### src/rtl/memreq_pkg.sv
package memreq_pkg;
  typedef struct packed {
    logic rd;
    logic wr;
    logic fetch;
  } mem_op_t;
endpackage

### src/rtl/memreq_issue.sv
module memreq_issue import memreq_pkg::*; #(
  parameter int DATA_W  = 32,
  parameter int WADDR_W = 16,
  parameter int LANE_W  = 2
) (
  input  logic               clk,
  input  logic               rst,
  input  mem_op_t            op,
  input  logic [WADDR_W-1:0] word_addr,
  input  logic [WADDR_W+LANE_W-1:0] byte_addr,
  input  logic [DATA_W-1:0]  mdr_cur,
  output logic               mem_rd,
  output logic               mem_wr,
  output logic [WADDR_W-1:0] mem_addr,
  output logic [DATA_W-1:0]  mem_wdata,
  output logic               mem_fetch,
  output logic [WADDR_W-1:0] mem_faddr,
  output logic [LANE_W-1:0]  fetch_lane,
  output logic               proto_err
);
  logic clash;
  assign clash = op.rd & op.wr;

  always_ff @(posedge clk) begin
    if (rst) begin
      mem_rd     <= 1'b0;
      mem_wr     <= 1'b0;
      mem_fetch  <= 1'b0;
      proto_err  <= 1'b0;
      mem_addr   <= '0;
      mem_wdata  <= '0;
      mem_faddr  <= '0;
      fetch_lane <= '0;
    end else begin
      mem_rd    <= op.rd & ~clash;
      mem_wr    <= op.wr & ~clash;
      mem_fetch <= op.fetch;
      proto_err <= clash;
      if ((op.rd | op.wr) && !clash) mem_addr <= word_addr;
      if (op.wr && !clash) mem_wdata <= mdr_cur;
      if (op.fetch) begin
        mem_faddr  <= byte_addr[WADDR_W+LANE_W-1:LANE_W];
        fetch_lane <= byte_addr[LANE_W-1:0];
      end
    end
  end

  AST_RD_ISSUE: assert property (@(posedge clk) disable iff (rst)
    (op.rd && !op.wr) |=> (mem_rd && mem_addr == $past(word_addr)));
  AST_WR_ISSUE: assert property (@(posedge clk) disable iff (rst)
    (op.wr && !op.rd) |=> (mem_wr && mem_wdata == $past(mdr_cur)));
  AST_CLASH_DROP: assert property (@(posedge clk) disable iff (rst)
    (op.rd && op.wr) |=> (proto_err && !mem_rd && !mem_wr));
  AST_FETCH_ISSUE: assert property (@(posedge clk) disable iff (rst)
    op.fetch |=> (mem_fetch && fetch_lane == $past(byte_addr[LANE_W-1:0])));
endmodule

### src/rtl/byte_lane_sel.sv
module byte_lane_sel #(
  parameter int DATA_W = 32,
  parameter int BYTE_W = 8,
  localparam int LANES  = DATA_W / BYTE_W,
  localparam int LANE_W = $clog2(LANES)
) (
  input  logic [DATA_W-1:0] word,
  input  logic [LANE_W-1:0] lane,
  output logic [BYTE_W-1:0] sel
);
  logic [BYTE_W-1:0] lanes [LANES];

  for (genvar g = 0; g < LANES; g++) begin : g_lane
    assign lanes[g] = word[g*BYTE_W +: BYTE_W];
  end

  assign sel = lanes[lane];
endmodule

### src/rtl/capture_reg.sv
module capture_reg #(
  parameter int W = 32
) (
  input  logic         clk,
  input  logic         rst,
  input  logic         cap,
  input  logic [W-1:0] cap_d,
  input  logic         dp_we,
  input  logic [W-1:0] dp_d,
  output logic [W-1:0] q,
  output logic         valid
);
  always_ff @(posedge clk) begin
    if (rst) begin
      q     <= '0;
      valid <= 1'b0;
    end else begin
      valid <= cap;
      if (cap)        q <= cap_d;
      else if (dp_we) q <= dp_d;
    end
  end

  AST_CAP_WINS: assert property (@(posedge clk) disable iff (rst)
    cap |=> (valid && q == $past(cap_d)));
  AST_NO_STRAY_VALID: assert property (@(posedge clk) disable iff (rst)
    !cap |=> !valid);
endmodule

### src/rtl/memreq_port.sv
module memreq_port import memreq_pkg::*; #(
  parameter int DATA_W  = 32,
  parameter int WADDR_W = 16,
  parameter int BYTE_W  = 8,
  localparam int LANES  = DATA_W / BYTE_W,
  localparam int LANE_W = $clog2(LANES)
) (
  input  logic               clk,
  input  logic               rst,
  input  logic               req_rd,
  input  logic               req_wr,
  input  logic               req_fetch,
  input  logic [DATA_W-1:0]  mar,
  input  logic [DATA_W-1:0]  pc,
  input  logic               mdr_we,
  input  logic [DATA_W-1:0]  mdr_d,
  input  logic               mbr_we,
  input  logic [BYTE_W-1:0]  mbr_d,
  output logic               mem_rd,
  output logic               mem_wr,
  output logic [WADDR_W-1:0] mem_addr,
  output logic [DATA_W-1:0]  mem_wdata,
  input  logic [DATA_W-1:0]  mem_rdata,
  output logic               mem_fetch,
  output logic [WADDR_W-1:0] mem_faddr,
  input  logic [DATA_W-1:0]  mem_fdata,
  output logic [DATA_W-1:0]  mdr_q,
  output logic [BYTE_W-1:0]  mbr_q,
  output logic               mdr_valid,
  output logic               mbr_valid,
  output logic               proto_err
);
  mem_op_t            op;
  logic [LANE_W-1:0]  lane;
  logic [BYTE_W-1:0]  fbyte;
  logic               unused_hi;

  assign op        = '{rd: req_rd, wr: req_wr, fetch: req_fetch};
  assign unused_hi = ^{mar[DATA_W-1:WADDR_W], pc[DATA_W-1:WADDR_W+LANE_W]};

  memreq_issue #(.DATA_W(DATA_W), .WADDR_W(WADDR_W), .LANE_W(LANE_W)) u_issue (
    .clk        (clk),
    .rst        (rst),
    .op         (op),
    .word_addr  (mar[WADDR_W-1:0]),
    .byte_addr  (pc[WADDR_W+LANE_W-1:0]),
    .mdr_cur    (mdr_q),
    .mem_rd     (mem_rd),
    .mem_wr     (mem_wr),
    .mem_addr   (mem_addr),
    .mem_wdata  (mem_wdata),
    .mem_fetch  (mem_fetch),
    .mem_faddr  (mem_faddr),
    .fetch_lane (lane),
    .proto_err  (proto_err)
  );

  byte_lane_sel #(.DATA_W(DATA_W), .BYTE_W(BYTE_W)) u_lane (
    .word (mem_fdata),
    .lane (lane),
    .sel  (fbyte)
  );

  capture_reg #(.W(DATA_W)) u_mdr (
    .clk   (clk),
    .rst   (rst),
    .cap   (mem_rd),
    .cap_d (mem_rdata),
    .dp_we (mdr_we),
    .dp_d  (mdr_d),
    .q     (mdr_q),
    .valid (mdr_valid)
  );

  capture_reg #(.W(BYTE_W)) u_mbr (
    .clk   (clk),
    .rst   (rst),
    .cap   (mem_fetch),
    .cap_d (fbyte),
    .dp_we (mbr_we),
    .dp_d  (mbr_d),
    .q     (mbr_q),
    .valid (mbr_valid)
  );

  AST_READ_FETCH_INDEP: assert property (@(posedge clk) disable iff (rst)
    (mem_rd && mem_fetch) |=> (mdr_valid && mbr_valid));
endmodule

### config.mk
export PLATFORM = sky130hd
export DESIGN_NAME = memreq_port
export DESIGN_NICKNAME = d
export VERILOG_FILES = /design/src/rtl/memreq_pkg.sv /design/src/rtl/memreq_issue.sv /design/src/rtl/byte_lane_sel.sv /design/src/rtl/capture_reg.sv /design/src/rtl/memreq_port.sv
export SDC_FILE = /design/constraint.sdc
export NUM_CORES = 1
export LEC_CHECK = 0
export BUFFER_PORTS_ARGS = -buffer_cell sky130_fd_sc_hd__buf_2
export CAP_MARGIN = 5
export CORE_ASPECT_RATIO = 0.5
export CORE_MARGIN = 1.5
export CORE_UTILIZATION = 30
export CTS_CLUSTER_DIAMETER = 100
export CTS_CLUSTER_SIZE = 24
export DETAILED_ROUTE_END_ITERATION = 10
export PLACE_DENSITY = 0.64
export SLEW_MARGIN = 30
export SYNTH_ARGS = -nofsm -noshare
export SYNTH_HDL_FRONTEND = slang
export SYNTH_HIERARCHICAL = 1
export SYNTH_SLANG_ARGS = --single-unit
### constraint.sdc
create_clock -name clk -period 3.45 [get_ports clk]
set_input_delay 0.5175 -clock clk [delete_from_list [all_inputs] [get_ports clk]]
set_output_delay 0.5175 -clock clk [all_outputs]
set_load 0.01 [all_outputs]
==> Word level (Yosys, flattened, before mapping) <==
Index checks and enable logic that the tools add are counted.
{ "word_totals": {"reg_bits": 112, "out_inout_bits": 110, "word_cells": 31} }
{ "classes": {"order_cmp": 1, "muxes": 7, "bitwise": 6, "n_reduce_logical": 5} }
{ "op_table": {"columns": ["op", "n"], "rows": [
  ["$mux 32", 2],
  ["$mux 8", 4],
  ["$bmux 8 s2", 1],
  ["$reduce_bool 2->1", 2],
  ["$and 1x1->1", 3],
  ["$ge 3x3->1 const B", 1],
  ["$not 2->3", 1],
  ["$logic_and 1x1->1", 2],
  ["$logic_not 1->1", 1],
  ["$not 1->1", 1],
  ["$or 1x1->1", 1]
]} }

==> Depth between registers and ports, before layout <==
{ "depth": {"depth_word": 5, "depth_mapped": 6, "ltp_nobuf": 4} }

==> Cells and area by module <==
The synthesis kept the hierarchy.
{ "modules_own_cells": {"columns": ["module", "n_inst", "cells_each", "area_per_inst_um2"], "rows": [
  ["memreq_issue", 1, 227, 2529.9],
  ["capture_reg at u_mdr", 1, 145, 1542.7],
  ["capture_reg at u_mbr", 1, 37, 392.9],
  ["byte_lane_sel", 1, 10, 196.4]
]} }

==> Worst setup path before layout <==
OpenSTA, ideal clock, no wires.
{ "synth_path": {"path_type": "input -> register", "startpoint": "input req_wr", "endpoint": "register u_issue.mem_addr[0]", "setup_time_ns": 0.128, "arrival_ns": 1.307, "t_required_ns": 3.322, "path_slack_ns": 2.015, "path_stages": 6, "n_path_buf": 2, "path_cell_list": "inv_1 -> ha_1 -> buf_6 -> buf_8 -> mux2i_1 -> nor2_1"} }
{ "synth_via": {"elab_chain_len": 3, "word_cells_on_any_way": 4, "classes_between": "bitwise: 2; reduce/logical: 2"} }
{ "synth_lines": {"columns": ["element", "line_no", "rtl"], "rows": [
  ["from (decl)", "memreq_port.sv:11", "input logic req_wr,"],
  ["$and 1x1->1", "memreq_issue.sv:22", "assign clash = op.rd & op.wr;"],
  ["$logic_not 1->1", "memreq_issue.sv:39", "if ((op.rd | op.wr) && !clash) mem_addr <= word_addr;"],
  ["$logic_and 1x1->1 (*)", "memreq_issue.sv:39", null],
  ["to (signal assigned)", "memreq_issue.sv:39", null],
  ["to (decl)", "memreq_issue.sv:14", "output logic [WADDR_W-1:0] mem_addr,"]
]} }
Every way passes the cells marked *; elsewhere a longest branch is shown, timed or not.
A chain may end at the register's enable or synchronous reset.

==> Final worst setup path <==
{ "layout_path": {"startpoint": "register u_issue.mem_rd", "endpoint": "output mem_rd"} }
{ "layout_rtl": {"columns": ["element", "line_no", "rtl"], "rows": [
  ["from (decl)", "memreq_issue.sv:12", "output logic mem_rd,"],
  ["from (signal assigned)", "memreq_issue.sv:35", "mem_rd <= op.rd & ~clash;"],
  ["to (decl)", "memreq_port.sv:19", "output logic mem_rd,"]
]} }
No word-level cell between the ends.

==> results.toml <==
[layout]
nNetsFinal = 832
diodes = 0
final_layout_size_suffix_gt1_frac = 0.434
layout.cell_area.non_filler_sq_um = 6220
fin_util = 0.420
area_growth_pct = 33.5

[clocking]
clock_tree_from_tritoncts = "done"
cts-root-buf = "sky130_fd_sc_hd__clkbuf_16"
cts_hold_buf = 0
clock_latency_ps = 340
cts_buffer_depth = 2
clkSlewWorstSetupHoldPaths_ps = 70
cts_resized = 0
number_of_clock_sinks_seen_by_cts = 112
buffers_inserted_during_post_cts_setup_optimization = 0
cts_made_buffers = 9
cts_max_level = 3

[global_routing]
grt_remaining_overflow = 0
wire_length_of_the_first_global_routing_pass_mm = 19.5
antenna_found_initial = 0
number_of_global_route_vias_before_repair = 3722
grt_usage = 0.153
grt_start_max_net_pins = 77

[floorplan]
die_w_microns = 179
floorplan.initialDensity = 0.315
floorplan.die.height_microns = 91.1
row_count = 31
die_area_sq_um = 16300
pin_count = 285
core_sq_um = 14800

[critical_path]
crit-reg2reg-launch = "u_issue/fetch_lane[0]$_SDFFE_PP0P_"
critPathLaunchType = "register"
terminus_of_the_critical_flop_to_flop_path = "u_mbr/q[2]$_SDFFE_PP0P_"
reg2reg_depth = 3
critPathArrivalTime_ps = 1150
timing.critical_path.to_type = "output pin"
timing.reg2reg.setup_slack_ps = 1790
worstPathMaxFanout = 34
worstPathRequired_ps = 2930
critPathKind = "reg2out"

[flow_run]
maxCapViolations = 0

[yosys]
post_synth_most_frequent_cells = "sky130_fd_sc_hd__dfxtp_1, sky130_fd_sc_hd__mux2i_1, sky130_fd_sc_hd__nor2_1"
synth-warning-count = 6
synthDominantCellAreaShare = 0.481
number_of_synthesized_flops_with_an_enable_pin = 0
yosys_register_bits = 112
synth_top_flop_cell = "sky130_fd_sc_hd__dfxtp_1"
synth_async_sr_flop_share = 0
synth_largest_area_cell = "sky130_fd_sc_hd__dfxtp_1"
synth_area_sq_um = 4660
syn-mean-instance-area_sq_um = 11.1
ys_seq_area_frac = 0.481
synth_cell_types = 17
synth_top_cells_by_area = "sky130_fd_sc_hd__dfxtp_1, sky130_fd_sc_hd__mux2i_1, sky130_fd_sc_hd__a211oi_1, sky130_fd_sc_hd__nor2b_1, sky130_fd_sc_hd__nor2_1"
number_of_nets_produced_by_synthesis = 597
synth.most_common_cell = "sky130_fd_sc_hd__dfxtp_1"
post_synth_inst_count = 419

[power]
static-leakage-power_nw = 3.10
pwr_density_cell_nw_per_um2 = 467
largest_vdd_supply_drop_v = 0.000250
power.total_mw = 2.91

[min_path]
min_delay_path_depth = 3
hp-start = "mar[15]"
holdPathEnd = "u_issue/mem_addr[15]$_SDFFE_PP0P_"
hold_class = "in2reg"

[timing]
finalMaxSlewViolations = 0
period_needed_ps = 1670
setup_ws_ps = 1780
max_freq_ghz = 0.598
tns_ps = 0
max-slew-margin-rel = 0.437
setup-violations-final = 0
grt_setup_unrepaired = "false"
worstMarginPinSlew_ps = 845
fin_worst_skew_ps = 5.00
period_utilization_post_route = 0.484
finalHoldViolCount = 0

[drt]
vias = 3886
drt.antenna.violating_nets = 0
drt_pre_antenna_iters = 5
via_per_inst = 4.53
wl_mm = 12.9
initial_drc_count = 140
wire_per_inst_microns = 15.1
detail_route.drc_violations = 0

[status]
outcome = "completed"

[placed_design]
hpwl_mm = 9.49
place_congestion = 0.817
detailed_place.area_sq_um = 5930
post-place-ws_ps = 1430
placement.io_buffers = 254
through the flow:
step | hold slack (ps) | instances
after floorplan | 459 | 419
after global placement | 469 | 841
after detailed placement | 475 | 841
after CTS | 396 | 857
after global routing | 396 | 857
final | 405 | 857
layer usage:
metal | wire length, microns | up-vias | track usage
met5 | 0 | - | 0
met4 | 173 | 0 | 0.0393
met3 | 710 | 11 | 0.0456
met2 | 6600 | 101 | 0.272
met1 | 5430 | 1856 | 0.179
li1 | - | 1918 | -
worst max-delay path, stage by stage (launching register included):
cell and delay (ps):
sky130_fd_sc_hd__dfxtp_1 310, sky130_fd_sc_hd__buf_4 310, sky130_fd_sc_hd__buf_2 200
cells by family (layout without fill, tap and decap cells):
group,Yosys count,count (layout),synth area share
AND/OR/NAND/NOR,112,112,0.114
buffers and inverters,38,278,0.0655
adder cells (fa/ha/maj),3,3,0.00805
flip-flops,112,112,0.481
AO/OA/AOI/OAI,40,40,0.0655
multiplexers,114,114,0.266
flip-flops by register name, indices dropped and copies added, names as in the netlist:
name and cells:
u_issue/mem_wdata 32, u_mdr/q 32, u_issue/mem_addr 16, u_issue/mem_faddr 16, u_mbr/q 8, u_issue/fetch_lane 2
u_issue/mem_fetch 1, u_issue/mem_rd 1, u_issue/mem_wr 1, u_issue/proto_err 1, u_mbr/valid 1, u_mdr/valid 1
area by class of cell:
type / count / area [sq um]
well taps: 198 / 248
multi-input cells: 269 / 2120
fillers: 1489 / 8590
inverters: 4 / 15.0
clock inverters: 7 / 71.3
repair buffers: 258 / 1310
flip-flops and latches: 112 / 2240
clock buffers: 9 / 225
power by group:
group | switching (mW) | total (mW) | internal, mW
logic | 0.217 | 0.440 | 0.222
clock network | 0.479 | 1.04 | 0.564
registers | 0.0511 | 1.42 | 1.37
cell usage in the layout (no fill, tap or decap), drive strengths merged:
cell,synthesis,routed
a211oi,40,40
buf,22,258
bufinv,0,1
clkbuf,12,9
clkinv,0,2
clkinvlp,0,3
dfxtp,112,112
ha,3,3
inv,4,5
mux2i,106,106
mux4,8,8
nor2,68,68
nor2b,44,44
worst max path at each step:
stage	start	endpoint	slack, ps	depth (start not counted)
final	u_issue/mem_rd$_SDFF_PP0_	mem_rd	1780	2
after global routing	u_issue/fetch_lane[0]$_SDFFE_PP0P_	u_mbr/q[2]$_SDFFE_PP0P_	1650	3
after CTS	u_issue/mem_rd$_SDFF_PP0_	mem_rd	1730	2
after detailed placement	req_wr	u_issue/mem_addr[7]$_SDFFE_PP0P_	1430	5
after global placement	req_wr	u_issue/mem_addr[1]$_SDFFE_PP0P_	1490	5
after floorplan	req_wr	u_issue/mem_addr[0]$_SDFFE_PP0P_	2010	6
No activity file was read; power rests on OpenSTA's default activity.
